**config.mk**
```make
export PLATFORM = sky130hd
export DESIGN_NAME = updn_timer
export DESIGN_NICKNAME = d
export VERILOG_FILES = /design/src/rtl/updn_timer_pkg.sv /design/src/rtl/updn_timer_regs.sv /design/src/rtl/updn_timer_presc.sv /design/src/rtl/updn_timer_rep.sv /design/src/rtl/updn_timer_core.sv /design/src/rtl/updn_timer.sv
export SDC_FILE = /design/constraint.sdc
export NUM_CORES = 1
export LEC_CHECK = 0
export BUFFER_PORTS_ARGS = -buffer_cell sky130_fd_sc_hd__buf_2
export CAP_MARGIN = 20
export CORE_ASPECT_RATIO = 0.8
export CORE_MARGIN = 1.5
export CORE_UTILIZATION = 61
export CTS_CLUSTER_DIAMETER = 200
export DETAILED_ROUTE_END_ITERATION = 10
export PLACE_DENSITY = 0.87
export SYNTH_ARGS = -nofsm -noshare
export SYNTH_HDL_FRONTEND = slang
export SYNTH_HIERARCHICAL = 1
export SYNTH_SLANG_ARGS = --single-unit
```
**constraint.sdc**
```tcl
create_clock -name clk -period 3.6 [get_ports clk]
set_input_delay 0.72 -clock clk [delete_from_list [all_inputs] [get_ports clk]]
set_output_delay 0.72 -clock clk [all_outputs]
set_load 0.02 [all_outputs]
```
**src/rtl/updn_timer_pkg.sv**
```systemverilog
package updn_timer_pkg;

    typedef enum logic [1:0] {
        ST_HALT = 2'd0,
        ST_UP   = 2'd1,
        ST_DOWN = 2'd2
    } run_state_e;

    typedef enum logic [1:0] {
        SEL_CTRL   = 2'd0,
        SEL_RELOAD = 2'd1,
        SEL_PSC    = 2'd2,
        SEL_REP    = 2'd3
    } wr_sel_e;

    // bit 3 .. bit 0
    typedef struct packed {
        logic upd_block;
        logic buffered;
        logic down;
        logic run;
    } ctrl_t;

    localparam int CTRL_W = 4;

endpackage

```
**src/rtl/updn_timer_regs.sv**
```systemverilog
module updn_timer_regs
    import updn_timer_pkg::*;
#(
    parameter int CNT_W = 16,
    parameter int PSC_W = 16,
    parameter int REP_W = 8
) (
    input  logic             clk,
    input  logic             rst_n,
    input  logic             wr_en,
    input  logic [1:0]       wr_sel,
    input  logic [CNT_W-1:0] wr_data,
    input  logic             upd_fire,
    output ctrl_t            ctrl,
    output logic [CNT_W-1:0] reload_buf,
    output logic [CNT_W-1:0] reload_act,
    output logic [PSC_W-1:0] psc_buf,
    output logic [REP_W-1:0] rep_buf
);

    ctrl_t            ctrl_q;
    logic [CNT_W-1:0] reload_buf_q;
    logic [CNT_W-1:0] reload_act_q;
    logic [PSC_W-1:0] psc_buf_q;
    logic [REP_W-1:0] rep_buf_q;
    logic             wr_ctrl, wr_reload, wr_psc, wr_rep;

    always_comb begin
        wr_ctrl   = wr_en && (wr_sel == SEL_CTRL);
        wr_reload = wr_en && (wr_sel == SEL_RELOAD);
        wr_psc    = wr_en && (wr_sel == SEL_PSC);
        wr_rep    = wr_en && (wr_sel == SEL_REP);
    end

    always_ff @(posedge clk) begin
        if (!rst_n) begin
            ctrl_q       <= '0;
            reload_buf_q <= '1;
            reload_act_q <= '1;
            psc_buf_q    <= '0;
            rep_buf_q    <= '0;
        end else begin
            if (wr_ctrl) begin
                ctrl_q <= ctrl_t'(wr_data[CTRL_W-1:0]);
            end
            if (wr_psc) begin
                psc_buf_q <= wr_data[PSC_W-1:0];
            end
            if (wr_rep) begin
                rep_buf_q <= wr_data[REP_W-1:0];
            end
            if (wr_reload) begin
                reload_buf_q <= wr_data;
            end
            if (upd_fire) begin
                reload_act_q <= reload_buf_q;
            end
            if (wr_reload && !ctrl_q.buffered) begin
                reload_act_q <= wr_data;
            end
        end
    end

    assign ctrl       = ctrl_q;
    assign reload_buf = reload_buf_q;
    assign reload_act = reload_act_q;
    assign psc_buf    = psc_buf_q;
    assign rep_buf    = rep_buf_q;


    buffered_hold_chk: assert property (@(posedge clk) disable iff (!rst_n)
        (ctrl_q.buffered && !upd_fire) |=> $stable(reload_act_q));


    blocked_hold_chk: assert property (@(posedge clk) disable iff (!rst_n)
        (ctrl_q.upd_block && ctrl_q.buffered) |=> $stable(reload_act_q));

endmodule

```
**src/rtl/updn_timer_presc.sv**
```systemverilog
module updn_timer_presc #(
    parameter int PSC_W = 16
) (
    input  logic             clk,
    input  logic             rst_n,
    input  logic             running,
    input  logic             sw_fire,
    input  logic             upd_fire,
    input  logic [PSC_W-1:0] psc_buf,
    output logic             tick
);

    logic [PSC_W-1:0] pcnt_q;
    logic [PSC_W-1:0] psc_act_q;

    assign tick = running && (pcnt_q == psc_act_q);

    always_ff @(posedge clk) begin
        if (!rst_n) begin
            pcnt_q    <= '0;
            psc_act_q <= '0;
        end else begin
            if (sw_fire) begin
                pcnt_q <= '0;
            end else if (running) begin
                pcnt_q <= tick ? '0 : pcnt_q + 1'b1;
            end
            if (upd_fire) begin
                psc_act_q <= psc_buf;
            end
        end
    end


    psc_range_chk: assert property (@(posedge clk) disable iff (!rst_n)
        pcnt_q <= psc_act_q);

endmodule

```
**src/rtl/updn_timer_rep.sv**
```systemverilog
module updn_timer_rep #(
    parameter int REP_W = 8
) (
    input  logic             clk,
    input  logic             rst_n,
    input  logic             wrap,
    input  logic             upd_fire,
    input  logic [REP_W-1:0] rep_buf,
    output logic             rep_zero
);

    logic [REP_W-1:0] rep_cnt_q;

    assign rep_zero = (rep_cnt_q == '0);

    always_ff @(posedge clk) begin
        if (!rst_n) begin
            rep_cnt_q <= '0;
        end else if (upd_fire) begin
            rep_cnt_q <= rep_buf;
        end else if (wrap && !rep_zero) begin
            rep_cnt_q <= rep_cnt_q - 1'b1;
        end
    end


    rep_step_chk: assert property (@(posedge clk) disable iff (!rst_n)
        (!upd_fire && !wrap) |=> $stable(rep_cnt_q));

endmodule

```
**src/rtl/updn_timer_core.sv**
```systemverilog
module updn_timer_core
    import updn_timer_pkg::*;
#(
    parameter int CNT_W = 16
) (
    input  logic             clk,
    input  logic             rst_n,
    input  ctrl_t            ctrl,
    input  logic             tick,
    input  logic             rep_zero,
    input  logic [CNT_W-1:0] reload_act,
    input  logic [CNT_W-1:0] reload_buf,
    input  logic             sw_req,
    output logic             running,
    output logic             wrap,
    output logic             sw_fire,
    output logic             upd_fire,
    output logic [CNT_W-1:0] count,
    output logic             upd_evt
);

    run_state_e       state_q, state_d;
    logic [CNT_W-1:0] cnt_q, cnt_d;
    logic             upd_evt_q;

    // next-state selection
    always_comb begin
        if (!ctrl.run) begin
            state_d = ST_HALT;
        end else if (ctrl.down) begin
            state_d = ST_DOWN;
        end else begin
            state_d = ST_UP;
        end
    end

    // state register
    always_ff @(posedge clk) begin
        if (!rst_n) begin
            state_q <= ST_HALT;
        end else begin
            state_q <= state_d;
        end
    end

    assign running = (state_q != ST_HALT);
    assign sw_fire = sw_req && !ctrl.upd_block;

    // per-state counter behaviour
    always_comb begin
        cnt_d = cnt_q;
        wrap  = 1'b0;
        unique case (state_q)
            ST_HALT: begin
                cnt_d = cnt_q;
            end
            ST_UP: begin
                if (tick) begin
                    if (cnt_q >= reload_act) begin
                        cnt_d = '0;
                        wrap  = 1'b1;
                    end else begin
                        cnt_d = cnt_q + 1'b1;
                    end
                end
            end
            ST_DOWN: begin
                if (tick) begin
                    if (cnt_q == '0) begin
                        cnt_d = reload_act;
                        wrap  = 1'b1;
                    end else begin
                        cnt_d = cnt_q - 1'b1;
                    end
                end
            end
            default: begin
                cnt_d = cnt_q;
            end
        endcase
        if (sw_fire) begin
            cnt_d = ctrl.down ? reload_buf : '0;
            wrap  = 1'b0;
        end
    end

    assign upd_fire = sw_fire || (wrap && rep_zero && !ctrl.upd_block);

    always_ff @(posedge clk) begin
        if (!rst_n) begin
            cnt_q     <= '0;
            upd_evt_q <= 1'b0;
        end else begin
            cnt_q     <= cnt_d;
            upd_evt_q <= upd_fire;
        end
    end

    assign count   = cnt_q;
    assign upd_evt = upd_evt_q;


    up_step_chk: assert property (@(posedge clk) disable iff (!rst_n)
        (state_q == ST_UP && tick && !sw_fire && cnt_q < reload_act)
        |=> cnt_q == $past(cnt_q) + 1'b1);


    down_reload_chk: assert property (@(posedge clk) disable iff (!rst_n)
        (state_q == ST_DOWN && tick && !sw_fire && cnt_q == '0)
        |=> cnt_q == $past(reload_act));


    halt_hold_chk: assert property (@(posedge clk) disable iff (!rst_n)
        (state_q == ST_HALT && !sw_fire) |=> $stable(cnt_q));


    zero_reload_chk: assert property (@(posedge clk) disable iff (!rst_n)
        (state_q == ST_UP && tick && !sw_fire && reload_act == '0) |=> cnt_q == '0);

endmodule

```
**src/rtl/updn_timer.sv**
```systemverilog
module updn_timer
    import updn_timer_pkg::*;
#(
    parameter int CNT_W = 16,
    parameter int PSC_W = 16,
    parameter int REP_W = 8
) (
    input  logic             clk,
    input  logic             rst_n,
    input  logic             wr_en,
    input  logic [1:0]       wr_sel,
    input  logic [CNT_W-1:0] wr_data,
    input  logic             sw_upd_req,
    input  logic             irq_clr,
    output logic [CNT_W-1:0] count,
    output logic             upd_evt,
    output logic             irq_flag
);

    ctrl_t            ctrl;
    logic [CNT_W-1:0] reload_buf, reload_act;
    logic [PSC_W-1:0] psc_buf;
    logic [REP_W-1:0] rep_buf;
    logic             running, tick, wrap, rep_zero, sw_fire, upd_fire;
    logic             irq_q;

    updn_timer_regs #(.CNT_W(CNT_W), .PSC_W(PSC_W), .REP_W(REP_W)) u_regs (
        .clk        (clk),
        .rst_n      (rst_n),
        .wr_en      (wr_en),
        .wr_sel     (wr_sel),
        .wr_data    (wr_data),
        .upd_fire   (upd_fire),
        .ctrl       (ctrl),
        .reload_buf (reload_buf),
        .reload_act (reload_act),
        .psc_buf    (psc_buf),
        .rep_buf    (rep_buf)
    );

    updn_timer_presc #(.PSC_W(PSC_W)) u_presc (
        .clk      (clk),
        .rst_n    (rst_n),
        .running  (running),
        .sw_fire  (sw_fire),
        .upd_fire (upd_fire),
        .psc_buf  (psc_buf),
        .tick     (tick)
    );

    updn_timer_rep #(.REP_W(REP_W)) u_rep (
        .clk      (clk),
        .rst_n    (rst_n),
        .wrap     (wrap),
        .upd_fire (upd_fire),
        .rep_buf  (rep_buf),
        .rep_zero (rep_zero)
    );

    updn_timer_core #(.CNT_W(CNT_W)) u_core (
        .clk        (clk),
        .rst_n      (rst_n),
        .ctrl       (ctrl),
        .tick       (tick),
        .rep_zero   (rep_zero),
        .reload_act (reload_act),
        .reload_buf (reload_buf),
        .sw_req     (sw_upd_req),
        .running    (running),
        .wrap       (wrap),
        .sw_fire    (sw_fire),
        .upd_fire   (upd_fire),
        .count      (count),
        .upd_evt    (upd_evt)
    );

    // sticky flag: a set beats a clear in the same cycle
    always_ff @(posedge clk) begin
        if (!rst_n) begin
            irq_q <= 1'b0;
        end else if (upd_fire) begin
            irq_q <= 1'b1;
        end else if (irq_clr) begin
            irq_q <= 1'b0;
        end
    end

    assign irq_flag = irq_q;


    flag_sticky_chk: assert property (@(posedge clk) disable iff (!rst_n)
        (irq_flag && !irq_clr) |=> irq_flag);


    strobe_flag_chk: assert property (@(posedge clk) disable iff (!rst_n)
        upd_evt |-> irq_flag);

endmodule

```
# Yosys cells after proc, flatten, opt, wreduce, memory -nomap -nowiden

Cells that the tools add are included.

Add/subtract/negate cells: 4
Magnitude comparators: 1
Equality and inequality tests: 8
Bitwise gates (word level): 1
Multiplexer cells: 21
Reduce and logical (&&, ||, !) cells: 25

Operator list:

| cell                                                                  | count |
|---|---|
| 16-bit two-way mux                                                    | 9 |
| 16-bit by 1-bit adder with 16-bit output, second input constant       | 2 |
| 16-bit case mux with 2 select lines                                   | 1 |
| 16-bit equality test                                                  | 1 |
| 16-bit >= comparator                                                  | 1 |
| 16-bit logical NOT                                                    | 1 |
| 8-bit two-way mux                                                     | 2 |
| 16-bit by 1-bit subtractor with 16-bit output, second input constant  | 1 |
| 1-bit logical AND                                                     | 10 |
| 8-bit logical NOT                                                     | 1 |
| 2-bit nonzero test                                                    | 4 |
| 8-bit by 1-bit subtractor with 8-bit output, second input constant    | 1 |
| 1-bit two-way mux                                                     | 7 |
| 2-bit equality test, second input constant                            | 3 |
| 3-bit by 2-bit != test with 1-bit output, second input constant       | 2 |
| 2-bit by 1-bit equality test with 1-bit output, second input constant | 2 |
| 1-bit logical NOT                                                     | 3 |
| 3-bit AND reduction                                                   | 1 |
| 3-bit nonzero test                                                    | 1 |
| 2-bit logical NOT                                                     | 1 |
| 2-bit two-way mux                                                     | 1 |
| 1-bit case mux with 2 select lines                                    | 1 |
| 2-bit AND reduction                                                   | 1 |
| 2-bit OR reduction                                                    | 1 |
| other kinds (2)                                                       | 2 |

Input bits: 23
Logic and storage cells: 75
Flip-flop bits (word level): 120

# Longest topological paths before layout

Depth in word-level cells: 10
Mapped depth: 13
Depth with buffers taken out: 11

# Modules after synthesis

The synthesis kept the hierarchy.

Modules (own cells, without submodules):

| module           | cells each | times used | area an instance (um^2) |
|---|---|---|---|
| updn_timer_regs  | 274        | 1          | 2392.3 |
| updn_timer_core  | 325        | 1          | 2316.0 |
| updn_timer_presc | 162        | 1          | 1549.0 |
| updn_timer_rep   | 58         | 1          | 508.0 |
| updn_timer       | 3          | 1          | 41.3 |

# Worst setup path after synthesis

No wires, ideal clock.

Path type: reg2reg
Start: register u_core.cnt_q[0], in the netlist u_core/count[0]
End: register u_rep.rep_cnt_q[7]
Buffers on the path: 1
Clock period less this slack: 3372 ps
Path slack: 228 ps
Stages on the path, launching flop included: 12
Data required time: 3476 ps
Data arrival time: 3248 ps
Path through: dfxtp_1 -> inv_1 -> ha_1 -> o21ai_0 -> a221oi_1 -> a311oi_4 -> buf_6 -> nor3_1 -> or3b_2 -> nor3_1 -> mux2i_1 -> a21oi_1

Cells in the longest elaborated chain, start to end: 9

Ends and longest elaborated chain:

| what                                                       | line                                         | source |
|---|---|---|
| start: declaration                                         | updn_timer_core.sv:23                        | `logic [CNT_W-1:0] cnt_q, cnt_d;` |
| start signal: assignment                                   | updn_timer_core.sv:94                        | `cnt_q <= cnt_d;` |
| 16-bit >= comparator or 16-bit logical NOT (tied branches) | updn_timer_core.sv:59, updn_timer_core.sv:69 |  |
| 1-bit two-way mux, on equally long branches                | updn_timer_core.sv:59, updn_timer_core.sv:69 |  |
| 1-bit two-way mux, on equally long branches                | updn_timer_core.sv:58, updn_timer_core.sv:68 |  |
| 1-bit case mux with 2 select lines (*)                     | updn_timer_core.sv:53                        | `unique case (state_q)` |
| 1-bit two-way mux (*)                                      | updn_timer_core.sv:81                        | `if (sw_fire) begin` |
| net wrap                                                   | updn_timer.sv:24                             | `logic running, tick, wrap, rep_zero, sw_fire, upd_fire;` |
| 1-bit logical AND (2 in series)                            | updn_timer_core.sv:87                        | `assign upd_fire = sw_fire \|\| (wrap && rep_zero && !ctrl.upd_block);` |
| 1-bit logical OR                                           | updn_timer_core.sv:87                        |  |
| 8-bit two-way mux or 2-bit nonzero test (tied branches)    | --                                           |  |
| end signal: assignment                                     | updn_timer_rep.sv:20                         | `rep_cnt_q <= rep_buf;` |
| end signal: assignment                                     | updn_timer_rep.sv:22                         | `rep_cnt_q <= rep_cnt_q - 1'b1;` |
| end: declaration                                           | updn_timer_rep.sv:12                         | `logic [REP_W-1:0] rep_cnt_q;` |

The timed path passes the listed nets; every way through them passes the cells marked *.
A chain may end at the register's enable or synchronous reset.

# Worst setup path after layout

Same ends and word-level chain as after synthesis.

==> results.cfg <==
[logic_synthesis]
synth-seq-cells = 120
async_flop_share = 0
ys_top_cells_by_area = dfxtp_1, nand2_1, ha_1
syn-cell-area_um2 = 6810
synth.distinct_cells = 67
synth_enable_flop_cells = 0
synth.top_cells.by_count = dfxtp_1, nand2_1, nor2b_1
cell_with_the_most_instances_after_synthesis = dfxtp_1
netlist_instances = 822
synth.net_count = 870
post_synth.cell_area_avg_um2 = 8.28
yosys_most_used_dff = dfxtp_1
sequential_element_share_of_the_synthesized_area = 0.353
synth_top_area_cell = dfxtp_1
ys.warnings.count = 6
yosys.area.top_type_share = 0.353

[global_route]
antenna_violations_before_repair = 0
grt_first_pass_wirelength_um = 29800
largest_net_degree_at_the_start_of_global_routing = 51
grt_overflow = 0
global_route.usage.met2 = 0.471
gr-max-usage-layer = met2
number_of_global_route_vias_before_repair = 5854
aggregate_global_route_resource_usage = 0.320
met3_usage = 0.0781
grtUsageMet1 = 0.454

[hold_path]
worst_hold_startpoint = u_regs/ctrl[0]$_SDFFE_PN0P_
hp-class = reg2reg

[layout]
layout-drive-gt1-share = 0.123
final_nets = 889
antennaDiodeCount = 0
filler_cells = 867
layout_overhead_on_the_synthesized_area_pct = 11.4

[run_status]
outcome = complete, no violations

[worst_setup_path]
crit_required_ns = 3.90
worst-setup-path-type = reg2reg
critical_path.startpoint = u_core/count[0]$_SDFFE_PN0P_
critical_path_buffers_and_inverters = 1
critPathMostFrequentCell = nor3_1
regToRegStartpoint = u_core/count[0]$_SDFFE_PN0P_
critPathCaptureType = flop
critical_path.slowest_cell = or3b_2
timing.critical_path.slowest_cell_delay_ns = 0.51
crit_path_cell_trace = inv_1 -> ha_1 -> o21ai_0 -> a221oi_1 -> a311oi_4 -> nor3_1 -> or3b_2 -> nor3_1 -> mux2i_1 -> a21oi_1
critPathTopFamily = simple AND/OR/NAND/NOR gates
timing.critical_path.fanout_max = 10
arrival_ns = 3.43
timing.critical_path.from_type = flop

[route]
wire_per_inst_um = 18.2
firstDrtPassIters = 5
avgViaCountPerCell = 6.24
dr_total_vias = 6220
route.detailed.drc = 0
drt_iter0_markers = 677
remaining_number_of_nets_flagged_by_the_antenna_check_after_routing = 0
drt-total-wl_um = 18100

[timing]
max_freq_mhz = 319
timing.final.hold_violations = 0
finalClockSkew_ns = 0.00826
final.setup.tns_ns = 0
finalCriticalPeriod_ns = 3.14
finalWorstSetupSlack_ns = 0.464
post-route-period-util = 0.871
timing.final.max_slew_violations = 0
finalSetupViolations = 0
worst_slew_pin_slew_ns = 1.12
slew_headroom = 0.248
grt_setup_unrepaired = false

[floorplanning]
floorplan.io_pins = 41
floorplan.die.height_um = 97.5
floorplan.core_area_um2 = 10900
count_of_standard_cell_rows = 34
floorplan.die_area_um2 = 11800
die_w_um = 121
initial_utilization = 0.625

[cts]
root_buffer = clkbuf_16
post_cts_resized = 0
tritoncts.num_buffers = 17
cts_buffer_depth = 2
tritoncts = done
post_cts_hold_buffer_count = 0
clk_transition_reported_paths_ns = 0.06
clock-sinks = 120
postCtsSetupRepairBufs = 0
cts-htree-levels = 4
clock_insertion_delay_worst_skew_ns = 0.42

[place]
dp_hpwl_um = 12000
portBuffers = 40
place_ws_ns = 0.546
gp_routability_congestion = 1.00

[power]
total_switching_power_mw = 0.965
p_seq_frac = 0.414
p_clk_frac = 0.457
power_density_nw_per_um2 = 461
internal_power_mw = 2.53
irDropWorstVdd_mv = 0.391
static-leakage-power_nw = 3.24
share_of_total_power_in_combinational_logic = 0.129
swShare = 0.276

[flow_run]
drv_cap = 0
[path summary, 6_finish.rpt]
path	end	slack, ns	cells after the start
hold / removal	u_core/state_q[0]$_SDFF_PN0_	0.45	2
hold reg to reg	u_core/state_q[0]$_SDFF_PN0_	0.45	2
setup / recovery	u_rep/rep_cnt_q[7]$_SDFFE_PN0P_	0.46	10
setup reg to reg	u_rep/rep_cnt_q[7]$_SDFFE_PN0P_	0.46	10
[sequential cells by signal (all words and copies together) (netlist names)]
signal and count:
irq_flag 1, u_core/count 16, u_core/state_q 2, u_core/upd_evt 1, u_presc/pcnt_q 16, u_presc/psc_act_q 16
u_regs/ctrl 4, u_regs/psc_buf 16, u_regs/reload_act 16, u_regs/reload_buf 16, u_regs/rep_buf 8, u_rep/rep_cnt_q 8
[layout by cell type, fill, tap and decap left out, types with 5 or more instances in the layout]
master,netlist,routed
nor2_1,39,39
a21boi_0,12,12
a211oi_1,17,17
and3_1,5,5
clkinvlp_4,0,5
dfxtp_1,120,120
ha_1,25,25
and4_1,5,5
o21ai_1,10,10
nand3_1,34,34
xor2_1,28,28
nand2_1,100,100
a31oi_1,12,12
or3_1,8,8
a21oi_1,41,41
clkbuf_16,0,17
xnor2_1,22,22
buf_2,11,40
nor2b_1,45,45
o31ai_1,5,5
and2_1,7,7
o21ai_0,28,28
nor4_1,9,9
nor3_1,41,41
inv_1,34,34
buf_4,5,15
nand4_1,11,11
o211ai_1,11,11
mux2i_1,29,29
[power by group through the flow]
stage	Clock (mW)	Sequential, mW	Combinational (mW)
floorplan	0	1.46	0.326
global placement	0	1.47	0.424
detailed placement	0	1.47	0.434
CTS	1.62	1.44	0.440
global route	1.68	1.45	0.496
finish	1.60	1.45	0.452
[per-stage QoR]
step	utilization	power [mW]	hold WS (ns)	cell area [µm²]	cells
4_1_cts	0.696	3.50	0.441	7580	997
6_report	0.696	3.50	0.445	7580	997
5_1_grt	0.696	3.63	0.462	7580	997
3_3_place_gp	0.645	1.89	0.427	7030	966
3_5_place_dp	0.645	1.91	0.431	7030	966
2_1_floorplan	-	1.78	0.418	6810	822
[per-layer routing]
layer | vias to the layer above | share of wire
met2 | 306 | 0.43
met5 | - | 0
met1 | 2923 | 0.45
met3 | 42 | 0.094
met4 | 0 | 0.022
li1 | 2949 | -
[cell type report]
class / count / area (µm²) / area share
Clock buffer: 20 / 457 / 0.0602
Clock inverter: 11 / 100 / 0.0132
Inverter: 34 / 128 / 0.0168
Multi-Input combinational cell: 613 / 4000 / 0.528
Sequential cell: 120 / 2400 / 0.317
Tap cell: 144 / 180 / 0.0238
Timing Repair Buffer: 55 / 313 / 0.0412
[cells by family (layout without fill, tap and decap cells)]
kind of cell / count (synthesis) / count (layout) / share of synthesized area
simple gates: 339 / 339 / 0.265
xor+xnor: 50 / 50 / 0.0643
mux: 29 / 29 / 0.0426
buf+inv: 89 / 120 / 0.0597
compound gates: 170 / 170 / 0.169
fa+ha+maj: 25 / 25 / 0.0460
flops: 120 / 120 / 0.353
[tightest hold or removal path: stages, from the launching register on]
cell     delay (ns)
dfxtp_1        0.32
nand2_1        0.06
nor2_1         0.03
(Power assumes the default switching activity.)
